===== src/rtl/regdma_pkg.sv =====
package regdma_pkg;

    localparam int DESC_W       = 32;
    localparam int DW_CNT_W     = 14;
    localparam int DW_CNT_MAX   = (1 << DW_CNT_W) - 1;
    localparam int ALIGN_BITS   = 8;
    localparam int MODE_OFF     = 'h004;
    localparam int QUEUE_BASE   = 'h014;
    localparam int QUEUE_STRIDE = 16;
    localparam int TRIG_OFF     = 'h0D4;
    localparam int RST_BASE     = 'h0E4;
    localparam int RST_STRIDE   = 4;
    localparam int NUM_SRC      = 4;

    typedef enum logic [3:0] {
        ST_IDLE,
        ST_MODE,
        ST_QADDR,
        ST_QDESC,
        ST_TRIG,
        ST_RSTW,
        ST_WAIT,
        ST_POLL
    } seq_state_e;

    typedef struct packed {
        logic                rd;
        logic                last;
        logic                queue;
        logic [1:0]          src;
        logic [31:0]         addr;
        logic [DW_CNT_W-1:0] dwords;
    } kick_req_t;

    function automatic logic [DESC_W-1:0] build_desc(input kick_req_t r);
        logic [DESC_W-1:0] d;
        d = '0;
        d[31:30] = r.rd ? r.src : 2'b00;
        d[24]    = r.last;
        d[23:22] = r.rd ? 2'd2 : 2'd1;
        d[DW_CNT_W-1:0] = r.dwords;
        return d;
    endfunction

    function automatic logic [31:0] trig_word(input logic q);
        return q ? 32'h0000_0010 : 32'h0000_0001;
    endfunction

endpackage


===== src/rtl/regdma_validate.sv =====
module regdma_validate #(
    parameter int NUM_PATHS = 6,
    parameter int PATH_W    = 3
) (
    input  logic [PATH_W-1:0] path_idx,
    input  logic              is_reset,
    input  logic              op_read,
    input  logic [2:0]        read_src,
    input  logic [31:0]       buf_addr,
    input  logic [15:0]       buf_dwords,
    input  logic              done_blk_sel,
    input  logic              done_reg_wr,
    output logic              ok
);
    import regdma_pkg::*;

    logic path_ok, addr_ok, len_ok, dir_ok;

    always_comb begin
        path_ok = 32'(path_idx) < NUM_PATHS;
        addr_ok = buf_addr[ALIGN_BITS-1:0] == '0;
        len_ok  = (buf_dwords != '0) && (32'(buf_dwords) <= DW_CNT_MAX);
        dir_ok  = op_read ? (32'(read_src) < NUM_SRC)
                          : (done_blk_sel && done_reg_wr);
        ok      = is_reset ? path_ok : (path_ok && addr_ok && len_ok && dir_ok);
    end

endmodule


===== src/rtl/regdma_wait_timer.sv =====
module regdma_wait_timer #(
    parameter int WAIT_CYC = 100000
) (
    input  logic clk,
    input  logic rst,
    input  logic load,
    input  logic run,
    output logic expired
);
    localparam int CNT_W = $clog2(WAIT_CYC + 1);

    logic [CNT_W-1:0] cnt;

    always_ff @(posedge clk) begin
        if (rst)
            cnt <= '0;
        else if (load)
            cnt <= CNT_W'(WAIT_CYC - 1);
        else if (run && cnt != '0)
            cnt <= cnt - 1'b1;
    end

    assign expired = cnt == '0;

    p_timer_bound_r7: assert property (@(posedge clk) disable iff (rst)
        32'(cnt) < WAIT_CYC);

endmodule


===== src/rtl/regdma_seq.sv =====
module regdma_seq #(
    parameter int PATH_W    = 3,
    parameter int ADDR_W    = 12,
    parameter int MAX_POLLS = 2
) (
    input  logic                  clk,
    input  logic                  rst,
    input  logic                  go_kick,
    input  logic                  go_reset,
    input  regdma_pkg::kick_req_t req_in,
    input  logic [PATH_W-1:0]     path_in,
    input  logic                  timer_expired,
    output logic                  timer_load,
    output logic                  timer_run,
    output logic                  busy,
    output logic                  bus_req,
    output logic                  bus_we,
    output logic                  bus_ctl_space,
    output logic [PATH_W-1:0]     bus_path,
    output logic [ADDR_W-1:0]     bus_addr,
    output logic [31:0]           bus_wdata,
    input  logic                  bus_ack,
    input  logic [31:0]           bus_rdata
);
    import regdma_pkg::*;

    localparam int PC_W = $clog2(MAX_POLLS + 1);

    seq_state_e          state;
    kick_req_t           req_q;
    logic [PATH_W-1:0]   path_q;
    logic                is_rst_q;
    logic [PC_W-1:0]     polls;
    logic                acked;
    logic [ADDR_W-1:0]   q_reg_addr, rst_reg_addr;

    assign acked = bus_req && bus_ack;

    always_ff @(posedge clk) begin
        if (rst) begin
            state    <= ST_IDLE;
            req_q    <= '0;
            path_q   <= '0;
            is_rst_q <= 1'b0;
            polls    <= '0;
        end else begin
            case (state)
                ST_IDLE: if (go_kick || go_reset) begin
                    state    <= ST_MODE;
                    req_q    <= req_in;
                    path_q   <= path_in;
                    is_rst_q <= !go_kick;
                    polls    <= '0;
                end
                ST_MODE:  if (acked) state <= is_rst_q ? ST_RSTW : ST_QADDR;
                ST_QADDR: if (acked) state <= ST_QDESC;
                ST_QDESC: if (acked) state <= ST_TRIG;
                ST_TRIG:  if (acked) state <= ST_IDLE;
                ST_RSTW:  if (acked) state <= ST_WAIT;
                ST_WAIT:  if (timer_expired) state <= ST_POLL;
                ST_POLL: if (acked) begin
                    if (bus_rdata == '0 || 32'(polls) == MAX_POLLS - 1)
                        state <= ST_IDLE;
                    else begin
                        polls <= polls + 1'b1;
                        state <= ST_WAIT;
                    end
                end
                default: state <= ST_IDLE;
            endcase
        end
    end

    assign timer_load = acked && (state == ST_RSTW || state == ST_POLL);
    assign timer_run  = state == ST_WAIT;

    assign q_reg_addr   = ADDR_W'(QUEUE_BASE) + ADDR_W'(32'(path_q) * QUEUE_STRIDE);
    assign rst_reg_addr = ADDR_W'(RST_BASE) + ADDR_W'(32'(path_q) * RST_STRIDE);

    always_comb begin
        bus_req       = 1'b1;
        bus_we        = 1'b1;
        bus_ctl_space = 1'b0;
        bus_addr      = '0;
        bus_wdata     = '0;
        case (state)
            ST_MODE: begin
                bus_addr  = ADDR_W'(MODE_OFF);
                bus_wdata = 32'd1;
            end
            ST_QADDR: begin
                bus_addr  = q_reg_addr;
                bus_wdata = req_q.addr;
            end
            ST_QDESC: begin
                bus_addr  = q_reg_addr + ADDR_W'(4);
                bus_wdata = build_desc(req_q);
            end
            ST_TRIG: begin
                bus_ctl_space = 1'b1;
                bus_addr      = ADDR_W'(TRIG_OFF);
                bus_wdata     = trig_word(req_q.queue);
            end
            ST_RSTW: begin
                bus_addr  = rst_reg_addr;
                bus_wdata = 32'd1;
            end
            ST_POLL: begin
                bus_we   = 1'b0;
                bus_addr = rst_reg_addr;
            end
            default: begin
                bus_req = 1'b0;
                bus_we  = 1'b0;
            end
        endcase
    end

    assign busy     = state != ST_IDLE;
    assign bus_path = path_q;

    p_req_hold_r9: assert property (@(posedge clk) disable iff (rst)
        (bus_req && !bus_ack) |=> (bus_req && $stable(bus_addr) && $stable(bus_wdata)
                                   && $stable(bus_we) && $stable(bus_ctl_space)));

    p_trig_word_r4: assert property (@(posedge clk) disable iff (rst)
        (bus_req && bus_ctl_space) |-> ($onehot(bus_wdata) && (bus_wdata[0] || bus_wdata[4])));

    p_desc_fields_r1: assert property (@(posedge clk) disable iff (rst)
        (state == ST_QDESC) |-> (bus_wdata[13:0] != '0 && bus_wdata[21:14] == '0
                                 && bus_wdata[29:25] == '0 && bus_wdata[23:22] != 2'd0
                                 && bus_wdata[23:22] != 2'd3));

    p_poll_limit_r7: assert property (@(posedge clk) disable iff (rst)
        32'(polls) < MAX_POLLS);

    p_wait_exit_r7: assert property (@(posedge clk) disable iff (rst)
        (state == ST_WAIT) |=> (state == ST_WAIT || state == ST_POLL));

    p_path_stable_r3: assert property (@(posedge clk) disable iff (rst)
        (busy && $past(busy)) |-> $stable(bus_path));

endmodule


===== src/rtl/regdma_kick_ctrl.sv =====
module regdma_kick_ctrl #(
    parameter int NUM_PATHS = 6,
    parameter int ADDR_W    = 12,
    parameter int WAIT_CYC  = 100000,
    parameter int MAX_POLLS = 2,
    localparam int PATH_W   = (NUM_PATHS > 1) ? $clog2(NUM_PATHS) + 1 : 1
) (
    input  logic              clk,
    input  logic              rst,
    input  logic              start_kick,
    input  logic              start_reset,
    input  logic [PATH_W-1:0] path_idx,
    input  logic              queue_sel,
    input  logic              op_read,
    input  logic              last_flag,
    input  logic [2:0]        read_src,
    input  logic [31:0]       buf_addr,
    input  logic [15:0]       buf_dwords,
    input  logic              done_blk_sel,
    input  logic              done_reg_wr,
    output logic              busy,
    output logic              reject,
    output logic              bus_req,
    output logic              bus_we,
    output logic              bus_ctl_space,
    output logic [PATH_W-1:0] bus_path,
    output logic [ADDR_W-1:0] bus_addr,
    output logic [31:0]       bus_wdata,
    input  logic              bus_ack,
    input  logic [31:0]       bus_rdata
);
    import regdma_pkg::*;

    logic      req_ok, start_any, go_kick, go_reset;
    logic      t_load, t_run, t_exp;
    kick_req_t req_pack;

    regdma_validate #(.NUM_PATHS(NUM_PATHS), .PATH_W(PATH_W)) u_check (
        .path_idx     (path_idx),
        .is_reset     (!start_kick),
        .op_read      (op_read),
        .read_src     (read_src),
        .buf_addr     (buf_addr),
        .buf_dwords   (buf_dwords),
        .done_blk_sel (done_blk_sel),
        .done_reg_wr  (done_reg_wr),
        .ok           (req_ok)
    );

    assign start_any = (start_kick || start_reset) && !busy;
    assign go_kick   = start_any && start_kick && req_ok;
    assign go_reset  = start_any && !start_kick && req_ok;

    always_comb begin
        req_pack.rd     = op_read;
        req_pack.last   = last_flag;
        req_pack.queue  = queue_sel;
        req_pack.src    = read_src[1:0];
        req_pack.addr   = buf_addr;
        req_pack.dwords = buf_dwords[DW_CNT_W-1:0];
    end

    always_ff @(posedge clk) begin
        if (rst) reject <= 1'b0;
        else     reject <= start_any && !req_ok;
    end

    regdma_wait_timer #(.WAIT_CYC(WAIT_CYC)) u_timer (
        .clk     (clk),
        .rst     (rst),
        .load    (t_load),
        .run     (t_run),
        .expired (t_exp)
    );

    regdma_seq #(.PATH_W(PATH_W), .ADDR_W(ADDR_W), .MAX_POLLS(MAX_POLLS)) u_seq (
        .clk           (clk),
        .rst           (rst),
        .go_kick       (go_kick),
        .go_reset      (go_reset),
        .req_in        (req_pack),
        .path_in       (path_idx),
        .timer_expired (t_exp),
        .timer_load    (t_load),
        .timer_run     (t_run),
        .busy          (busy),
        .bus_req       (bus_req),
        .bus_we        (bus_we),
        .bus_ctl_space (bus_ctl_space),
        .bus_path      (bus_path),
        .bus_addr      (bus_addr),
        .bus_wdata     (bus_wdata),
        .bus_ack       (bus_ack),
        .bus_rdata     (bus_rdata)
    );

    p_reject_quiet_r5: assert property (@(posedge clk) disable iff (rst)
        reject |-> (!busy && !bus_req));

    p_reject_pulse_r5: assert property (@(posedge clk) disable iff (rst)
        reject |=> !reject || $past(start_kick || start_reset));

endmodule


===== config.mk =====
export PLATFORM = sky130hd
export DESIGN_NAME = regdma_kick_ctrl
export DESIGN_NICKNAME = d
export VERILOG_FILES = /design/src/rtl/regdma_pkg.sv /design/src/rtl/regdma_validate.sv /design/src/rtl/regdma_wait_timer.sv /design/src/rtl/regdma_seq.sv /design/src/rtl/regdma_kick_ctrl.sv
export SDC_FILE = /design/constraint.sdc
export NUM_CORES = 1
export LEC_CHECK = 0
export CORE_MARGIN = 1.5
export CORE_UTILIZATION = 45
export DETAILED_ROUTE_END_ITERATION = 10
export DONT_BUFFER_PORTS = 1
export SLEW_MARGIN = 20
export SYNTH_ARGS = -nofsm -noshare
export SYNTH_HDL_FRONTEND = slang
export SYNTH_HIERARCHICAL = 1
export SYNTH_SLANG_ARGS = --single-unit
export TNS_END_PERCENT = 1

===== constraint.sdc =====
create_clock -name clk -period 3.4 [get_ports clk]
set_input_delay 1.02 -clock clk [delete_from_list [all_inputs] [get_ports clk]]
set_output_delay 1.02 -clock clk [all_outputs]
set_load 0.05 [all_outputs]

==> summary.md <==
| Metric | Value |
|---|---|
| Mean Syn Cell Area | `7.65 um2` |
| Top-area cell type share of the netlist area | `0.381` |
| Worst-case reg-to-reg path depth | `7` |
| Initial core utilization | `0.469` |
| Synth cell types | `63` |
| Port Buffers | `0` |
| Area of the multi-input gates | `0.00233 mm2` |
| Fin util | `0.552` |
| Synth Instances | `542` |
| Antenna diodes | `0` |
| Pre-antenna DRT Iters | `5` |
| Fin Clk Skew | `0.0117 ns` |
| Final Max Tran Viols | `0` |
| Pin count of the biggest net entering global routing | `77` |
| Switching Share | `0.432` |
| CTS Buf Count | `9` |
| Main synth FF type | `dfxtp_1` |
| First-pass GRT wire length | `17.6 mm` |
| Crit Reg-Reg Startpoint | `u_seq/state[0]$_SDFFE_PP0P_` |
| LEAKAGE | `1.68 nW` |
| DR vias | `3917` |
| Sequential Power Share | `0.363` |
| Final Hold Vio Count | `0` |
| Register area | `0.00158 mm2` |
| Die area | `0.00980 mm2` |
| P_int | `1.77 mW` |
| Combinational share of power | `0.405` |
| Commonest non-fill, non-tap cell in the layout | `nand2_1` |
| R2R Path End | `u_seq/req_q[45]$_SDFFE_PP0P_` |
| Root buffer cell | `clkbuf_8` |
| Setup repair bufs after CTS | `0` |
| Mapped cell area | `0.00415 mm2` |
| Die height | `99.0 um` |
| Kind of critical path | `register to primary output` |
| EDFF count, synth | `0` |
| Worst-Margin Slew | `0.809 ns` |
| Hold Path Sink | `u_seq/req_q[31]$_SDFFE_PP0P_` |
| Power per Cell Area | `638 mW/mm2` |
| Worst path required time | `2.38 ns` |
| Synth Register Bits | `79` |
| Hold_sp | `u_seq/req_q[31]$_SDFFE_PP0P_` |
| GRT Residual Overflow | `0` |
| Critical path, cell by cell | `buf_4 -> nor2b_1 -> a22oi_1 -> o22ai_1 -> buf_4` |
| HPWL Detailed | `7.89 mm` |
| Psw | `1.35 mW` |
| TritonCTS clock tree | `built` |
| DRC | `0` |
| Async SR Flop Fraction | `0` |
| RSZ-0062 raised after global routing | `no` |
| Worst Hold Depth | `2` |
| Commonest cells after routing, fill and taps aside | `nand2_1, dfxtp_1, a21oi_1` |
| IR drop worst, VDD | `0.312 mV` |
| Synth-to-Final Area Change | `17.6%` |
| Worst-Skew Late Latency | `0.35 ns` |
| Vias in the first global route | `3733` |
| Min cycle time layout | `3.13 ns` |
| Share of cells above drive strength 1 | `0.161` |
| Outcome | `complete, no violations` |
| Fillers | `861` |
| Clock power frac | `0.231` |
| # Max-Cap Violations | `0` |
| RePlAce Congestion | `0.922` |
| CP peak stage delay | `0.61 ns` |
| WL per Instance | `16.4 um` |
| FP Rows | `34` |
| Slew headroom | `0.459` |
| Critical Path End Type | `primary output` |
| Critical Path AT | `2.11 ns` |
| Setup violators final | `0` |
| # hold bufs at CTS | `0` |
| Ys Warns | `6` |
| Clock slew at reported path FFs | `0.09 ns` |
| Drt total wl | `11.1 mm` |
| Top cells by area, synth | `dfxtp_1, nand2_1, a21oi_1, mux2i_1, nor2_1` |
| Final nets | `666` |
| Post-DRT Antenna Nets | `0` |
| Setup TNS | `0 ns` |
| R2r setup slk | `0.67 ns` |
| Synth area leader | `dfxtp_1` |
| Initial antenna violation count | `0` |
| Crit share post-route | `0.920` |
| Most frequent CP cell | `buf_4` |
| Post-CTS sizing | `0` |
| 1st-iter DRT viols | `316` |
| Slowest cell on crit path | `dfxtp_1` |
| Vias per inst | `5.77` |
| Ports | `150` |
| GRT Total Usage | `0.224` |
| Critical Path Start | `u_seq/state[1]$_SDFFE_PP0P_` |
| H-tree Lvls | `3` |
| Core area | `0.00885 mm2` |
| HP Class | `register to register` |
| Seq/Total Area, Yosys | `0.381` |
| Peak fanout along the critical path | `12` |
| Clock Path Buffers | `2` |
| TritonCTS Sinks | `79` |
| Max Freq | `320 MHz` |
| Critical Path Source Type | `register` |
| Die width | `99.0 um` |
## final cells by class
class                           instances  share of cell area
Multi-Input combinational cell        414               0.477
Sequential cell                        79               0.324
Timing Repair Buffer                   50               0.120
Tap cell                              108              0.0277
Clock buffer                            9              0.0254
Clock inverter                          7              0.0159
Inverter                               12             0.00923
## worst max path at each step
stage                                   to  slack (ns)
4_1_cts                      bus_wdata[19]        0.26
3_5_place_dp   u_seq/state[2]$_SDFFE_PP0P_        0.02
2_1_floorplan                  bus_addr[7]        0.16
6_report                      bus_wdata[0]        0.27
3_3_place_gp   u_seq/state[2]$_SDFFE_PP0P_        0.09
5_1_grt                      bus_wdata[15]        0.12
## logic make-up (layout without fill, tap and decap cells)
group | Yosys count | count (layout) | synth area share
AND/OR/NAND/NOR | 255 | 255 | 0.307
AO/OA/AOI/OAI | 131 | 131 | 0.188
flip-flops | 79 | 79 | 0.381
buffers and inverters | 53 | 78 | 0.0666
multiplexers | 17 | 17 | 0.0410
adder cells (fa/ha/maj) | 3 | 3 | 0.00905
XOR/XNOR | 3 | 3 | 0.00633
other | 1 | 5 | 0.000904
## through the flow
stage	setup slack [ns]	hold WS (ns)	instance area (um2)	std cells	power, mW
after detailed placement	0.0168	0.437	4680	663	2.41
after CTS	0.262	0.450	4880	679	3.13
after global placement	0.0941	0.432	4680	663	2.39
after global routing	0.116	0.465	4880	679	3.28
final	0.272	0.451	4880	679	3.12
after floorplan	0.163	0.432	4170	546	2.09
## sequential cells by signal (all words and copies together), names as in the netlist
register	count
u_seq/req_q	51
u_timer/cnt	17
u_seq/bus_path	4
u_seq/state	3
u_seq/polls	2
reject	1
u_seq/is_rst_q	1
## cells in the mapped netlist, types with 4 or more instances
library cell and count:
a211oi_1 4, a21oi_1 72, a31oi_1 11, and2_1 14, buf_2 8, buf_4 6
buf_6 6, clkbuf_1 21, dfxtp_1 79, inv_1 10, mux2i_1 17, nand2_1 127
nand2b_1 4, nand3_1 13, nand4_1 4, nor2_1 28, nor2b_1 5, nor3_1 8
nor4_1 14, nor4_2 5, o21ai_0 15, o31ai_1 6, or3_1 5, or4_1 7
## routing by layer
metal  up-vias  part of all wire  GRT usage  routed length (um)
met2       129              0.50      0.380                5550
met4         0            0.0092     0.0648                 102
met3         9             0.072     0.0617                 807
li1       1944                 -          -                   -
met1      1835              0.42      0.278                4680
met5         -                 0          0                   0
## power groups by stage
stage	Clock [mW]	Sequential (mW)	Combinational [mW]
global route	0.780	1.15	1.35
CTS	0.740	1.13	1.26
global placement	0	1.15	1.24
finish	0.721	1.13	1.26
detailed placement	0	1.15	1.26
floorplan	0	1.11	0.987
## critical path, delay by kind of cell, from the launching register on
family	cells	cell delay, ns
flops	1	0.61
buf+inv	2	0.50
simple gates	1	0.25
compound gates	2	0.39
Note: power is estimated with default switching activity, not from simulation.
